[src/rtl/mlsan_pkg.sv]
package mlsan_pkg;
    localparam int unsigned FIELD_W = 16;

    typedef struct packed {
        logic [FIELD_W-1:0] disp;
        logic [FIELD_W-1:0] sstart;
        logic [FIELD_W-1:0] send;
        logic [FIELD_W-1:0] total;
    } axis_t;

    typedef enum logic {
        S_EMPTY = 1'b0,
        S_FULL  = 1'b1
    } slot_state_t;
endpackage

[src/rtl/mlsan_axis.sv]
module mlsan_axis
    import mlsan_pkg::*;
#(
    parameter int unsigned GRAIN     = 3,
    parameter int unsigned CODE_MAX  = 'h1FF,
    parameter int unsigned TOT_EXTRA = 5,
    parameter int unsigned DISP_MIN  = 640,
    parameter int unsigned DISP_MAX  = 2048,
    parameter int unsigned BLANK_MIN = 80,
    parameter int unsigned BLANK_MAX = 'h3F8,
    parameter int unsigned EDGE      = 8,
    parameter int unsigned SYNC_MAX  = 'hF8
) (
    input  axis_t req,
    output axis_t fix
);
    localparam int unsigned W = FIELD_W;
    localparam logic [W-1:0] CELL_MASK = ~W'((1 << GRAIN) - 1);
    localparam logic [W-1:0] LIM_DISP  = W'((CODE_MAX - 2) << GRAIN);
    localparam logic [W-1:0] LIM_SS    = W'((CODE_MAX - 1) << GRAIN);
    localparam logic [W-1:0] LIM_SE    = W'(CODE_MAX << GRAIN);
    localparam logic [W-1:0] LIM_TOT   = W'((CODE_MAX + TOT_EXTRA) << GRAIN);
    localparam logic [W-1:0] K_DMIN    = W'(DISP_MIN);
    localparam logic [W-1:0] K_DMAX    = W'(DISP_MAX);
    localparam logic [W-1:0] K_BMIN    = W'(BLANK_MIN);
    localparam logic [W-1:0] K_BMAX    = W'(BLANK_MAX);
    localparam logic [W-1:0] K_EDGE    = W'(EDGE);
    localparam logic [W-1:0] K_SYNC    = W'(SYNC_MAX);

    logic [W-1:0] d, s, e, t;

    // Ordered chain: each step sees the results of the steps above it.
    always_comb begin
        d = req.disp   & CELL_MASK;
        s = req.sstart & CELL_MASK;
        e = req.send   & CELL_MASK;
        t = req.total  & CELL_MASK;
        if (d > LIM_DISP) d = LIM_DISP;
        if (s > LIM_SS)   s = LIM_SS;
        if (e > LIM_SE)   e = LIM_SE;
        if (t > LIM_TOT)  t = LIM_TOT;
        if (d < K_DMIN)   d = K_DMIN;
        if (d > K_DMAX)   d = K_DMAX;
        if (t < d + K_BMIN) t = d + K_BMIN;
        if (t > d + K_BMAX) t = d + K_BMAX;
        if (e > t - K_EDGE) e = t - K_EDGE;
        if (s < d + K_EDGE) s = d + K_EDGE;
        if (e > s + K_SYNC) e = s + K_SYNC;
    end

    assign fix = '{disp: d, sstart: s, send: e, total: t};
endmodule

[src/rtl/mlsan_ctrl.sv]
module mlsan_ctrl
    import mlsan_pkg::*;
(
    input  logic clk,
    input  logic rst_n,
    input  logic in_valid,
    input  logic out_ready,
    output logic in_ready,
    output logic out_valid,
    output logic load
);
    slot_state_t state, nxt;

    always_ff @(posedge clk or negedge rst_n) begin
        if (!rst_n) state <= S_EMPTY;
        else        state <= nxt;
    end

    always_comb begin
        unique case (state)
            S_EMPTY: nxt = in_valid ? S_FULL : S_EMPTY;             // ACCEPT
            S_FULL:  nxt = (out_ready && !in_valid) ? S_EMPTY : S_FULL; // DRAIN / REFILL / STALL
            default: nxt = S_EMPTY;
        endcase
    end

    always_comb begin
        out_valid = (state == S_FULL);
        in_ready  = (state == S_EMPTY) || out_ready;
        load      = in_valid && in_ready;
    end

    assert_latency_R10: assert property (@(posedge clk) disable iff (!rst_n)
        (in_valid && in_ready) |=> out_valid);
    assert_stall_R10: assert property (@(posedge clk) disable iff (!rst_n)
        (out_valid && !out_ready) |=> out_valid);
    assert_backpress_R11: assert property (@(posedge clk) disable iff (!rst_n)
        (out_valid && !out_ready) |-> !in_ready);
    assert_pass_R11: assert property (@(posedge clk) disable iff (!rst_n)
        out_ready |-> in_ready);
endmodule

[src/rtl/mlsan_top.sv]
module mlsan_top
    import mlsan_pkg::*;
(
    input  logic                clk,
    input  logic                rst_n,
    input  logic                in_valid,
    output logic                in_ready,
    input  logic [FIELD_W-1:0]  in_hdisp,
    input  logic [FIELD_W-1:0]  in_hsstart,
    input  logic [FIELD_W-1:0]  in_hsend,
    input  logic [FIELD_W-1:0]  in_htotal,
    input  logic [FIELD_W-1:0]  in_vdisp,
    input  logic [FIELD_W-1:0]  in_vsstart,
    input  logic [FIELD_W-1:0]  in_vsend,
    input  logic [FIELD_W-1:0]  in_vtotal,
    output logic                out_valid,
    input  logic                out_ready,
    output logic [FIELD_W-1:0]  out_hdisp,
    output logic [FIELD_W-1:0]  out_hsstart,
    output logic [FIELD_W-1:0]  out_hsend,
    output logic [FIELD_W-1:0]  out_htotal,
    output logic [FIELD_W-1:0]  out_vdisp,
    output logic [FIELD_W-1:0]  out_vsstart,
    output logic [FIELD_W-1:0]  out_vsend,
    output logic [FIELD_W-1:0]  out_vtotal
);
    axis_t h_req, v_req, h_fix, v_fix, h_q, v_q;
    logic  load;

    assign h_req = '{disp: in_hdisp, sstart: in_hsstart, send: in_hsend, total: in_htotal};
    assign v_req = '{disp: in_vdisp, sstart: in_vsstart, send: in_vsend, total: in_vtotal};

    mlsan_axis #(
        .GRAIN(3), .CODE_MAX('h1FF), .TOT_EXTRA(5), .DISP_MIN(640), .DISP_MAX(2048),
        .BLANK_MIN(80), .BLANK_MAX('h3F8), .EDGE(8), .SYNC_MAX('hF8)
    ) u_h (.req(h_req), .fix(h_fix));

    mlsan_axis #(
        .GRAIN(0), .CODE_MAX('h7FF), .TOT_EXTRA(2), .DISP_MIN(480), .DISP_MAX(1536),
        .BLANK_MIN(3), .BLANK_MAX('hFF), .EDGE(1), .SYNC_MAX('h0F)
    ) u_v (.req(v_req), .fix(v_fix));

    mlsan_ctrl u_ctrl (
        .clk(clk), .rst_n(rst_n), .in_valid(in_valid), .out_ready(out_ready),
        .in_ready(in_ready), .out_valid(out_valid), .load(load)
    );

    always_ff @(posedge clk or negedge rst_n) begin
        if (!rst_n) begin
            h_q <= '0;
            v_q <= '0;
        end else if (load) begin
            h_q <= h_fix;
            v_q <= v_fix;
        end
    end

    assign out_hdisp   = h_q.disp;
    assign out_hsstart = h_q.sstart;
    assign out_hsend   = h_q.send;
    assign out_htotal  = h_q.total;
    assign out_vdisp   = v_q.disp;
    assign out_vsstart = v_q.sstart;
    assign out_vsend   = v_q.send;
    assign out_vtotal  = v_q.total;

    assert_hgrain_R2: assert property (@(posedge clk) disable iff (!rst_n)
        out_valid |-> (out_hdisp[2:0] == 3'd0 && out_hsstart[2:0] == 3'd0 &&
                       out_hsend[2:0] == 3'd0 && out_htotal[2:0] == 3'd0));
    assert_range_R3: assert property (@(posedge clk) disable iff (!rst_n)
        out_valid |-> (out_hsstart <= 16'd4080 && out_hsend <= 16'd4088 &&
                       out_htotal <= 16'd4128 && out_vsstart <= 16'd2046 &&
                       out_vsend <= 16'd2047 && out_vtotal <= 16'd2049));
    assert_hdisp_R4: assert property (@(posedge clk) disable iff (!rst_n)
        out_valid |-> (out_hdisp >= 16'd640 && out_hdisp <= 16'd2048));
    assert_htot_R5: assert property (@(posedge clk) disable iff (!rst_n)
        out_valid |-> (out_htotal >= out_hdisp + 16'd80 && out_htotal <= out_hdisp + 16'd1016));
    assert_hsync_R6: assert property (@(posedge clk) disable iff (!rst_n)
        out_valid |-> (out_hsend <= out_htotal - 16'd8 && out_hsstart >= out_hdisp + 16'd8 &&
                       out_hsend <= out_hsstart + 16'd248));
    assert_vdisp_R7: assert property (@(posedge clk) disable iff (!rst_n)
        out_valid |-> (out_vdisp >= 16'd480 && out_vdisp <= 16'd1536));
    assert_vtot_R8: assert property (@(posedge clk) disable iff (!rst_n)
        out_valid |-> (out_vtotal >= out_vdisp + 16'd3 && out_vtotal <= out_vdisp + 16'd255));
    assert_vsync_R9: assert property (@(posedge clk) disable iff (!rst_n)
        out_valid |-> (out_vsend <= out_vtotal - 16'd1 && out_vsstart >= out_vdisp + 16'd1 &&
                       out_vsend <= out_vsstart + 16'd15));
    assert_hold_R10: assert property (@(posedge clk) disable iff (!rst_n)
        (out_valid && !out_ready) |=> ($stable(out_hdisp) && $stable(out_hsstart) &&
            $stable(out_hsend) && $stable(out_htotal) && $stable(out_vdisp) &&
            $stable(out_vsstart) && $stable(out_vsend) && $stable(out_vtotal)));
endmodule

[config.mk]
export PLATFORM = sky130hd
export DESIGN_NAME = mlsan_top
export DESIGN_NICKNAME = d
export VERILOG_FILES = /design/src/rtl/mlsan_pkg.sv /design/src/rtl/mlsan_axis.sv /design/src/rtl/mlsan_ctrl.sv /design/src/rtl/mlsan_top.sv
export SDC_FILE = /design/constraint.sdc
export NUM_CORES = 1
export LEC_CHECK = 0
export ABC_CLOCK_PERIOD_IN_PS = 3500
export CAP_MARGIN = 5
export CORE_ASPECT_RATIO = 1.2
export CORE_MARGIN = 1.5
export CORE_UTILIZATION = 35
export DETAILED_ROUTE_END_ITERATION = 10
export GPL_ROUTABILITY_DRIVEN = 1
export GPL_TIMING_DRIVEN = 0
export PLACE_DENSITY_LB_ADDON = 0.15
export SLEW_MARGIN = 15
export SYNTH_ARGS = -nofsm -noshare
export SYNTH_HDL_FRONTEND = slang
export SYNTH_HIERARCHICAL = 1
export SYNTH_SLANG_ARGS = --single-unit
[constraint.sdc]
create_clock -name clk -period 3.5 [get_ports clk]
set_input_delay 0.35 -clock clk [delete_from_list [all_inputs] [get_ports clk]]
set_output_delay 0.35 -clock clk [all_outputs]
set_load 0.01 [all_outputs]
==> impl_metrics.tcl <==
set metrics [dict create \
    path_clk_slew_ns 0.06 \
    path_max_fanout 7 \
    pwr-share-clk_pct 25.6 \
    fin_nets 2394 \
    synth.distinct_cells 105 \
    cts_buffer_depth 2 \
    syn_area_mm2 0.01351 \
    antenna_left 0 \
    reg2reg_depth 5 \
    initial_core_util_pct 35.58 \
    setup_tns_ns -249.96 \
    grt_pass1_vias 14050 \
    drtPass1Iterations 5 \
    place_congestion 0.9474 \
    placed_cell_area_mm2 0.01758 \
    post-place-ws_ns -9.304 \
    ys_warn_count 6 \
    p_switching_uw 2504 \
    topRoutingLayerUsed "met4" \
    irDropWorstVdd_uv 385.9 \
    fin_crit_ns 10.41 \
    synth-edff-count 0 \
    max_clock_freq_ghz 0.09604 \
    synthesis.instances 1515 \
    wl_met3_mm 2.263 \
    maxCapViolCount 0 \
    avgSynthCellArea_um2 8.916 \
    synth.area.mux_share_pct 12.95 \
    seq_power_share_pct 26.2 \
    synth_top_family_by_area "simple AND/OR/NAND/NOR gates" \
    syn2layout_area_growth_pct 62.07 \
    slowest_stage "or4_4" \
    setup_violations 71 \
    power_frac_comb_pct 48.2 \
    status "complete, but fails checks" \
    grt_max_degree 87 \
    synthXorXnorAreaFrac_pct 3.557 \
    drt-initial-drc-count 734 \
    cp-end-kind "flip-flop" \
    core_area_mm2 0.03796 \
    h-tree-depth 4 \
    swShare_pct 35.22 \
    critPathKind "in2reg" \
    rows 78 \
    start_kind "input port" \
    violations "setup timing" \
    fin_skew_ns 0.008628 \
    grt.overflow.total 0 \
    synth_top_area_share_pct 23.90 \
    fin_cells 2604 \
    met1_length_mm 19.95 \
    postRouteWirelength_mm 50.98 \
    rrSetupSlack_ns 1.91 \
    tightest_slew_ns 0.7557 \
    die_w_um 182.3 \
    dr_total_vias 13940 \
    hold_viol_final 0 \
    async_reset_ff_share_pct 100.0 \
    dieArea_mm2 0.03979 \
    r2r_end "out_vtotal[11]$_DFFE_PN0P_" \
    synthSimpleGateAreaFrac_pct 20.52 \
    rr_startpoint "u_ctrl/out_valid$_DFF_PN0_" \
    detail_route.wl_per_cell_um 19.58 \
    ys.flop_type "dfrtp_1" \
    relSlewSlack_pct 49.43 \
    fin_ws_ns -6.913 \
    io_buffers 241 \
    synthAdderAreaFrac_pct 14.06 \
    period_share_pct 297.5 \
    cts_buffers 17 \
    seq_area_frac_synth_pct 23.90 \
    cpPeakStageDelay_ns 0.54 \
    p_int_uw 4606 \
    antenna_found_initial 0 \
    cp_common_cell "buf_4" \
    diodes 0 \
    synth_area_leaders "dfrtp_1 (24%), ha_1 (14%), mux2_2 (11%)" \
    rsz0062_at_grt "yes" \
    power_leakage_uw 0.009535 \
    crit_arrival_ns 10.75 \
    grt_first_pass_wirelength_mm 76.02 \
    drv_slew 0 \
    vias_per_cell 5.353 \
    crit_required_ns 3.84 \
    fp.dieH_um 218.2 \
    clock-root-buffer "clkbuf_16" \
    num_io_pins 262 \
    cts.sinks 129 \
    layout-drive-gt1-share_pct 39.92 \
    met2_length_mm 26.46 \
    ys_seq_elements 129 \
    track_usage_pct 24.65 \
    finish.instance_area_mm2 0.02189 \
    critPathLaunch "in_vdisp[5]" \
    cts_tree "built" \
    synth-compound-area-share_pct 17.98 \
    min_path_type "in2async" \
    route.detailed.drc 0 \
    place_inst 2336 \
    utilization_pct 57.67 \
    dp_hpwl_mm 37.26 \
    clk_latency_ns 0.46 \
    powerDensity_mw_per_mm2 324.8 \
    yosys.area.top_type "dfrtp_1" \
]
[logic make-up (layout without fill, tap and decap cells)]
logic type               Yosys count  count (layout)
AO/OA/AOI/OAI                    335             336
XOR/XNOR                          54              54
adder cells (fa/ha/maj)          152             152
buffers and inverters            164             673
flip-flops                       129             129
multiplexers                     158             158
other                              4             103
AND/OR/NAND/NOR                  519             519
[cells in the final DEF, fill, tap and decap left out, types with 29 or more instances in the layout]
cell,n
a21oi_1,42
buf_4,232
buf_6,54
clkdlybuf4s50_1,219
conb_1,103
dfrtp_1,129
ha_1,123
inv_1,55
mux2_2,81
mux2_4,53
nand2_1,73
nand3_1,29
nand4_1,36
nor2_1,118
[registers in the layout, indices dropped and copies added, names as in the netlist]
register and count:
out_vsstart 16, out_htotal 16, out_hsend 16, out_vsend 16, out_vdisp 16, out_hsstart 16
u_ctrl/out_valid 1, out_hdisp 16, out_vtotal 16
[metrics by stage]
stage               hold WS [ns]  power, µW
finish                    0.3885       7110
global route              0.4272       7473
CTS                       0.3861       6790
detailed placement        0.2798       4496
global placement          0.4881       4471
floorplan                0.05441       3405
[cells in the mapped netlist (13+ instances only)]
library cell	instances
mux2i_1	24
nand2b_1	19
or2_2	15
o21ai_0	65
dfrtp_1	129
a211oi_1	21
and3_1	21
ha_1	151
o21a_1	19
a21oi_1	71
nor2b_1	17
nand4_1	36
xor2_1	18
xnor2_1	35
a21o_1	26
nor2_1	139
and2_1	20
mux2_2	134
nor4_1	13
buf_4	38
nor3_1	44
inv_1	66
nand3_1	33
nand2_1	96
or4_1	14
clkbuf_1	24
[routing by layer]
metal | GRT usage, % | up-vias
li1 | - | 6642
met1 | 27.30 | 6701
met2 | 45.87 | 453
met3 | 3.583 | 143
met4 | 12.09 | 0
met5 | 0 | -
[power by group through the flow]
stage          registers (µW)  clock network, µW  logic, µW
3_5_place_dp             1890                  0       2610
4_1_cts                  1870               1880       3040
2_1_floorplan            1990                  0       1420
6_report                 1870               1820       3430
3_3_place_gp             1890                  0       2590
5_1_grt                  1900               1910       3660
[area by class of cell]
type | count | area [µm²]
flip-flops and latches | 129 | 3228
fillers | 3305 | 16070
inverters | 70 | 297.8
multi-input cells | 1322 | 11890
well taps | 480 | 600.6
plain buffers | 92 | 918.4
repair buffers | 479 | 4388
clock buffers | 20 | 446.7
clock inverters | 12 | 123.9
[what timing repair did]
| action | in CTS | in global routing |
|---|---|---|
| hold buffers | 1 | 0 |
| hold endpoints to repair | 43 | 0 |
| endpoints found under the setup margin | 71 | 71 |
| pin swaps | 121 | 123 |
| gates cloned | 5 | 0 |
| resized for setup | 304 | 205 |
| buffers inserted | 152 | 90 |
[how the worst max path moves through the flow]
stage / to / slack, ns / cells after the start
floorplan: out_vsend[4]$_DFFE_PN0P_ / -6.54 / 59
global placement: out_vsend[15]$_DFFE_PN0P_ / -9.30 / 55
detailed placement: out_vsend[15]$_DFFE_PN0P_ / -9.30 / 55
CTS: out_vsend[10]$_DFFE_PN0P_ / -6.56 / 62
global route: out_vsend[4]$_DFFE_PN0P_ / -7.12 / 56
finish: out_vsend[4]$_DFFE_PN0P_ / -6.91 / 52
[worst max-delay path, delay by kind of cell]
family	cells	cell delay, ns
compound gates	16	3.05
xor+xnor	2	0.70
fa+ha+maj	5	1.22
buf+inv	13	1.88
mux	2	0.40
simple gates	14	3.14
Power figures use the tool's default switching activity.
